### config.mk
export PLATFORM = sky130hd
export DESIGN_NAME = bin_clock_timer
export DESIGN_NICKNAME = d
export VERILOG_FILES = /design/src/rtl/bct_pkg.sv /design/src/rtl/bct_bus_regs.sv /design/src/rtl/bct_counter.sv /design/src/rtl/bct_readout.sv /design/src/rtl/bin_clock_timer.sv
export SDC_FILE = /design/constraint.sdc
export NUM_CORES = 1
export LEC_CHECK = 0
export BUFFER_PORTS_ARGS = -buffer_cell sky130_fd_sc_hd__clkbuf_2
export CAP_MARGIN = 10
export CORE_MARGIN = 3
export CORE_UTILIZATION = 55
export DETAILED_ROUTE_END_ITERATION = 10
export PLACE_DENSITY_LB_ADDON = 0.25
export SETUP_SLACK_MARGIN = 0.15
export SLEW_MARGIN = 20
export SYNTH_ARGS = -nofsm -noshare
export SYNTH_HDL_FRONTEND = slang
export SYNTH_SLANG_ARGS = --single-unit
### constraint.sdc
create_clock -name clk -period 3.27 [get_ports clk]
set_input_delay 0.1635 -clock clk [delete_from_list [all_inputs] [get_ports clk]]
set_output_delay 0.1635 -clock clk [all_outputs]
set_load 0.1 [all_outputs]
### src/rtl/bct_pkg.sv
package bct_pkg;

    localparam int unsigned BCT_ADDR_W = 3;

    localparam logic [BCT_ADDR_W-1:0] ADDR_CTRL = 3'd0;
    localparam logic [BCT_ADDR_W-1:0] ADDR_GATE = 3'd1;
    localparam logic [BCT_ADDR_W-1:0] ADDR_LO   = 3'd2;
    localparam logic [BCT_ADDR_W-1:0] ADDR_HI   = 3'd3;

    localparam int unsigned CTRL_RUN_BIT = 0;
    localparam int unsigned CTRL_CLR_BIT = 1;
    localparam int unsigned GATE_EN_BIT  = 0;

    typedef enum logic [2:0] {
        SEL_NONE,
        SEL_CTRL,
        SEL_GATE,
        SEL_LO,
        SEL_HI
    } rd_sel_e;

    typedef struct packed {
        logic run;
        logic gate_en;
    } ctl_t;

    function automatic rd_sel_e decode_rd(input logic [BCT_ADDR_W-1:0] a);
        rd_sel_e s;
        case (a)
            ADDR_CTRL: s = SEL_CTRL;
            ADDR_GATE: s = SEL_GATE;
            ADDR_LO:   s = SEL_LO;
            ADDR_HI:   s = SEL_HI;
            default:   s = SEL_NONE;
        endcase
        return s;
    endfunction

endpackage

### src/rtl/bct_bus_regs.sv
module bct_bus_regs
    import bct_pkg::*;
#(
    parameter int unsigned DATA_W = 4
) (
    input  logic                  clk,
    input  logic                  rst,
    input  logic                  rd_i,
    input  logic                  wr_i,
    input  logic [BCT_ADDR_W-1:0] addr_i,
    input  logic [DATA_W-1:0]     wdata_i,
    output ctl_t                  ctl_o,
    output logic                  clr_o,
    output rd_sel_e               rd_sel_o
);

    ctl_t ctl_q;
    logic ctl_wr;
    logic gate_wr;

    assign ctl_wr  = wr_i && (addr_i == ADDR_CTRL);
    assign gate_wr = wr_i && (addr_i == ADDR_GATE);

    // The clear is a strobe: it is never stored as state.
    assign clr_o    = ctl_wr && wdata_i[CTRL_CLR_BIT];
    assign rd_sel_o = rd_i ? decode_rd(addr_i) : SEL_NONE;

    always_ff @(posedge clk) begin
        if (rst) begin
            ctl_q <= '0;
        end else begin
            if (ctl_wr)  ctl_q.run     <= wdata_i[CTRL_RUN_BIT];
            if (gate_wr) ctl_q.gate_en <= wdata_i[GATE_EN_BIT];
        end
    end

    assign ctl_o = ctl_q;

    logic unused_wbits;
    assign unused_wbits = ^wdata_i[DATA_W-1:2];

endmodule

### src/rtl/bct_counter.sv
module bct_counter #(
    parameter int unsigned CNT_W = 8
) (
    input  logic             clk,
    input  logic             rst,
    input  logic             adv_i,
    input  logic             clr_i,
    output logic [CNT_W-1:0] count_o
);

    logic [CNT_W-1:0] cnt_q;
    logic [CNT_W:0]   carry;

    assign carry[0] = adv_i;

    // One divide-by-two stage per bit. A stage toggles when every lower
    // stage is 1 and the chain advances.
    for (genvar i = 0; i < CNT_W; i++) begin : g_stage
        assign carry[i+1] = carry[i] & cnt_q[i];
        always_ff @(posedge clk) begin
            if (rst || clr_i) cnt_q[i] <= 1'b0;
            else if (carry[i]) cnt_q[i] <= ~cnt_q[i];
        end
    end

    assign count_o = cnt_q;

    logic unused_carry;
    assign unused_carry = carry[CNT_W];

endmodule

### src/rtl/bct_readout.sv
module bct_readout
    import bct_pkg::*;
#(
    parameter int unsigned DATA_W = 4,
    localparam int unsigned CNT_W = 2 * DATA_W
) (
    input  logic               clk,
    input  logic               rst,
    input  rd_sel_e            sel_i,
    input  logic [CNT_W-1:0]   count_i,
    input  ctl_t               ctl_i,
    output logic [DATA_W-1:0]  rdata_o,
    output logic [DATA_W-1:0]  hi_lat_o
);

    logic [DATA_W-1:0] hi_q;
    logic [DATA_W-1:0] rdata_q;
    logic [DATA_W-1:0] rd_mux;

    always_comb begin
        rd_mux = '0;
        case (sel_i)
            SEL_CTRL: rd_mux[CTRL_RUN_BIT] = ctl_i.run;
            SEL_GATE: rd_mux[GATE_EN_BIT]  = ctl_i.gate_en;
            SEL_LO:   rd_mux = count_i[DATA_W-1:0];
            SEL_HI:   rd_mux = hi_q;
            default:  rd_mux = '0;
        endcase
    end

    always_ff @(posedge clk) begin
        if (rst) begin
            hi_q    <= '0;
            rdata_q <= '0;
        end else begin
            rdata_q <= rd_mux;
            if (sel_i == SEL_LO) hi_q <= count_i[CNT_W-1:DATA_W];
        end
    end

    assign rdata_o  = rdata_q;
    assign hi_lat_o = hi_q;

endmodule

### src/rtl/bin_clock_timer.sv
module bin_clock_timer
    import bct_pkg::*;
#(
    parameter int unsigned DATA_W = 4
) (
    input  logic                  clk,
    input  logic                  rst,
    input  logic                  tick_i,
    input  logic [BCT_ADDR_W-1:0] bus_addr_i,
    input  logic                  bus_rd_i,
    input  logic                  bus_wr_i,
    input  logic [DATA_W-1:0]     bus_wdata_i,
    output logic [DATA_W-1:0]     bus_rdata_o
);

    localparam int unsigned CNT_W = 2 * DATA_W;

    ctl_t             ctl_w;
    logic             clr_w;
    rd_sel_e          sel_w;
    logic             adv_w;
    logic [CNT_W-1:0] count_w;
    logic [DATA_W-1:0] hi_lat_w;

    bct_bus_regs #(.DATA_W(DATA_W)) regs_i (
        .clk      (clk),
        .rst      (rst),
        .rd_i     (bus_rd_i),
        .wr_i     (bus_wr_i),
        .addr_i   (bus_addr_i),
        .wdata_i  (bus_wdata_i),
        .ctl_o    (ctl_w),
        .clr_o    (clr_w),
        .rd_sel_o (sel_w)
    );

    assign adv_w = tick_i & ctl_w.run & ctl_w.gate_en;

    bct_counter #(.CNT_W(CNT_W)) cnt_i (
        .clk     (clk),
        .rst     (rst),
        .adv_i   (adv_w),
        .clr_i   (clr_w),
        .count_o (count_w)
    );

    bct_readout #(.DATA_W(DATA_W)) rdo_i (
        .clk      (clk),
        .rst      (rst),
        .sel_i    (sel_w),
        .count_i  (count_w),
        .ctl_i    (ctl_w),
        .rdata_o  (bus_rdata_o),
        .hi_lat_o (hi_lat_w)
    );

endmodule

; ---- Word-level counts from Yosys, hierarchy flattened
; Index checks and enable logic that the tools add are counted.
[word_totals]
regBits = 18
inputBits = 12
out_inout_bits = 4
wordCells = 45
[classes]
eq_ne = 7
muxes = 4
bitwise_logic = 17
reduce_logical = 5
[op_table]
columns = op, count
row1 = "equality test 3 x 2 -> 1 bit, second input constant", 4
row2 = one-hot mux 3 bit (4 select lines), 1
row3 = bitwise AND 1 bit, 9
row4 = NOT 1 bit, 8
row5 = "equality test 3 x 1 -> 1 bit, second input constant", 2
row6 = one-hot mux 3 bit (2 select lines), 1
row7 = one-hot mux 1 bit (4 select lines), 1
row8 = "equality test 3 bit, second input constant", 1
row9 = logical AND 1 bit, 3
row10 = zero test 3 bit, 1
row11 = 2-to-1 mux 3 bit, 1
row12 = logical OR 1 bit, 1

; ---- Longest topological paths before layout
[logic_depth]
word_depth = 9
ltp_mapped = 4
depth_no_buf = 3

; ---- Cells and area by module
; A second synthesis with hierarchy kept.
[hier_totals]
hier_cells = 91
area_unflattened_um2 = 822.0
[modules_own_cells]
columns = mod, n_inst, cells_per_inst, area_per_inst_um2, seq_area_each_um2
row1 = bct_counter, 1, 37, 334.1, 160.2
row2 = bct_readout, 1, 37, 329.1, 160.2
row3 = bct_bus_regs, 1, 16, 152.6, 40.0
row4 = bin_clock_timer, 1, 1, 6.3, 0.0

; ---- Worst setup path after synthesis
; Ideal clock, no wire load.
[synth_timing]
kind = register to register
start = reg cnt_i.cnt_q[2], in the netlist cnt_i.count_o[2]
end = reg cnt_i.cnt_q[7], in the netlist cnt_i.count_o[7]
setup_time_ns = 0.066
t_arrival_ns = 1.143
required_ns = 3.204
slack_ns = 2.061
path_stages_with_launch = 4
n_path_buf = 0
period_less_slack_ns = 1.209
path_cell_list = dfxtp_1 > nand4_2 > or4_4 > a21oi_2
[synth_via]
elab_chain_len = 5
[synth_rtl]
columns = element, line
row1 = from (decl), bct_counter.sv:11  ; logic [CNT_W-1:0] cnt_q;
row2 = "from (signal, indexed assignment)", bct_counter.sv:22  ; else if (carry[i]) cnt_q[i] <= ~cnt_q[i];
row3 = bitwise AND 1 bit (5 in series), bct_counter.sv:19  ; assign carry[i+1] = carry[i] & cnt_q[i];
; Every way passes these cells.
; A chain may end at the register's enable or synchronous reset.

; ---- Worst setup path after layout
[layout_timing]
start = reg regs_i.ctl_q, in the netlist regs_i.ctl_o[0]
end = reg cnt_i.cnt_q[6], in the netlist cnt_i.count_o[6]
[layout_via]
elab_chain_len = 7
[layout_rtl]
columns = element, line
row1 = from (decl), bct_bus_regs.sv:17  ; ctl_t ctl_q;
row2 = bitwise AND 1 bit, bin_clock_timer.sv:37  ; assign adv_w = tick_i & ctl_w.run & ctl_w.gate_en;
row3 = bitwise AND 1 bit (6 in series), bct_counter.sv:19
; Every way passes these cells.

==> summary.md <==
| Metric | Value |
|---|---|
| Endpoints failing setup | 0 |
| Synth-to-Final Area Change | 13.35% |
| Post-synth top area share | 0.4691 |
| RSZ-0062 raised after global routing | false |
| Die area | 1881 um^2 |
| Slew at the pin closest to its max-slew limit | 0.5292 ns |
| Setup TNS | 0 ns |
| H-tree depth | 1 |
| Latest clock arrival within the worst-skew pair | 0.29 ns |
| CTS sink count | 18 |
| Syn_nets | 93 |
| Hold Crit Class | primary input to flip-flop |
| Vias in the first global route | 617 |
| Die Span X | 43.38 um |
| Diodes inserted | 0 |
| Wl on met1 | 715 um |
| Crit path required time | 3.49 ns |
| CP Class | flip-flop to flip-flop |
| Number of distinct library cells after synthesis | 27 |
| Final std cells w/o fill | 109 |
| Synth area leaders | dfxtp_1 (47%), mux2i_1 (6.5%), nor2_1 (5.4%), a21oi_1 (3.9%), a22oi_1 (3.9%) |
| CTS clk-pin slew, worst paths | 0.10 ns |
| Final net count | 108 |
| Initial core utilization | 0.6396 |
| Commonest non-fill, non-tap cell in the layout | dfxtp_1 |
| Part of the cycle the worst path needs | 0.5069 |
| GRT Total Usage | 0.1841 |
| Layout cell share with drive strength beyond 1 | 0.2526 |
| DRC viols | 0 |
| Core area | 1201 um^2 |
| Core Util, Final | 0.7250 |
| Site row count | 12 |
| Top-level port count | 16 |
| VDD IR max | 0.2901 mV |
| Flops & latches, synth | 18 |
| DRT antenna net count | 0 |
| Warnings from Yosys | 0 |
| Total gr overflow | 0 |
| Leak Pwr | 0.3169 nW |
| Critical path capture point type | flip-flop |
| PortBufs | 13 |
| Post-layout minimum cycle time | 1.658 ns |
| Post-Route WL | 1557 um |
| DP HPWL | 1152 um |
| Finished Cell Area | 870.8 um^2 |
| Fmax achieved | 603.3 MHz |
| Top Layer Used | met4 |
| Cells after Synth | 81 |
| TritonRoute pass-1 iters | 5 |
| Die height | 43.38 um |
| Critical Path Source Type | flip-flop |
| Post-cts repair resize count | 0 |
| WL per Instance | 14.28 um |
| Fill cell count | 96 |
| Worst Path Arrival | 1.88 ns |
| CP Max Fanout | 13 |
| Placed cell count | 105 |
| Vias post-DR | 652 |
| Num CTS Buffers | 3 |
| Max-slew violations | 0 |
| Register area share after synthesis | 0.4691 |
| Clk_skew | 0.005348 ns |
| Fin. Hold Viols | 0 |
| Worst relative slew slack | 0.6423 |
| Post-Syn Area | 768.2 um^2 |
| CTS root buf | clkbuf_4 |
| Pre-CTS setup slack | 1.654 ns |
| Status | complete, no violations |
| First-pass GRT wire length | 2622 um |
| Detail Route met2 WL | 774 um |
| Largest net degree at the start of global routing | 14 |
| Via/cell ratio | 5.982 |
| Maxcap violations | 0 |
| Initial antenna violation count | 0 |
| CTS tree | done |
| Starting DRT DRC Count | 17 |
| CTS Buffer Depth | 2 |
| Avg Synthesized Cell Area | 9.484 um^2 |
| Setup Buffers After CTS | 0 |
| GPL Wtd Cong | 0.7908 |
| Setup ws final | 1.612 ns |
| Most frequent cells in the layout | dfxtp_1 (18), clkbuf_2 (13), nor2_1 (11), a21oi_1 (6), mux2i_1 (5) |
| Synth area leader | dfxtp_1 |
| Hold Buf Count CTS | 0 |
| Dpl cell area | 834.6 um^2 |
| Met3 wire length | 57 um |
| Power Density | 427.1 nW/um^2 |
-- critical path: stages, from the launching register on --
cell     delay [ns]
dfxtp_1        0.38
nand4_1        0.41
or4_1          0.63
a21oi_1        0.17
-- cells in the mapped netlist --
master / n
xnor2_1: 1
clkbuf_1: 1
and4bb_2: 1
and4b_1: 1
a22oi_1: 4
xor2_1: 1
o31ai_1: 3
or4_4: 1
mux2i_1: 5
nand3_1: 2
buf_4: 1
mux2_2: 1
o21ai_0: 4
a21oi_1: 6
dfxtp_1: 18
a2111oi_2: 1
nor4b_1: 1
inv_1: 3
buf_2: 1
or3_1: 4
a21oi_2: 1
nor2_1: 11
or4_1: 1
a21o_2: 1
nand4_2: 1
nand4_1: 2
nand2_1: 4
-- flip-flops by register name, summed over array words and instances, names as in the netlist --
| register | cells |
|---|---|
| cnt_i.count_o | 8 |
| rdo_i.hi_lat_o | 4 |
| rdo_i.rdata_o | 4 |
| regs_i.ctl_o | 2 |
-- power by group --
group          switching (mW)  total, mW  internal (mW)
logic                  0.0115     0.0189        0.00749
registers            0.000498      0.220          0.220
clock network          0.0651      0.133         0.0678
total                  0.0770      0.372          0.295
-- logic make-up after synthesis --
| kind of cell | count (synthesis) | share of synthesized area |
|---|---|---|
| XOR/XNOR | 2 | 0.02281 |
| multiplexers | 6 | 0.07981 |
| flip-flops | 18 | 0.4691 |
| AND/OR/NAND/NOR | 29 | 0.2166 |
| AO/OA/AOI/OAI | 20 | 0.1759 |
| buffers and inverters | 6 | 0.03582 |
-- final timing paths --
| kind | from | to | slack, ns | cells past startpoint |
|---|---|---|---|---|
| setup / recovery | regs_i.ctl_o[0] | cnt_i.count_o[6] | 1.61 | 3 |
| hold / removal | bus_rd_i | rdo_i.rdata_o[0] | 0.12 | 3 |
| setup reg to reg | regs_i.ctl_o[0] | cnt_i.count_o[6] | 1.61 | 3 |
| hold reg to reg | cnt_i.count_o[7] | cnt_i.count_o[7] | 0.50 | 2 |
-- per-stage QoR --
| step | hold slack (ns) | power [mW] |
|---|---|---|
| after CTS | 0.1015 | 0.3769 |
| after detailed placement | 0.4256 | 0.2436 |
| after global placement | 0.4107 | 0.2430 |
| after global routing | 0.1054 | 0.3865 |
| after floorplan | 0.2415 | 0.2343 |
| final | 0.1168 | 0.3719 |
-- final cells by class --
cell class                      count  area [um^2]  area share
Sequential cell                    18        360.3      0.4138
Clock buffer                        4        36.28     0.04167
Inverter                            3        11.26     0.01293
Multi-Input combinational cell     57        380.4      0.4368
Tap cell                           14        17.52     0.02011
Timing Repair Buffer               13        65.06     0.07471
-- routing by layer --
layer | vias to the layer above | GRT usage
met3 | 2 | 0.04979
met2 | 19 | 0.3186
met5 | - | 0
li1 | 326 | -
met1 | 305 | 0.2145
met4 | 0 | 0.07229
(Power assumes the default switching activity.)
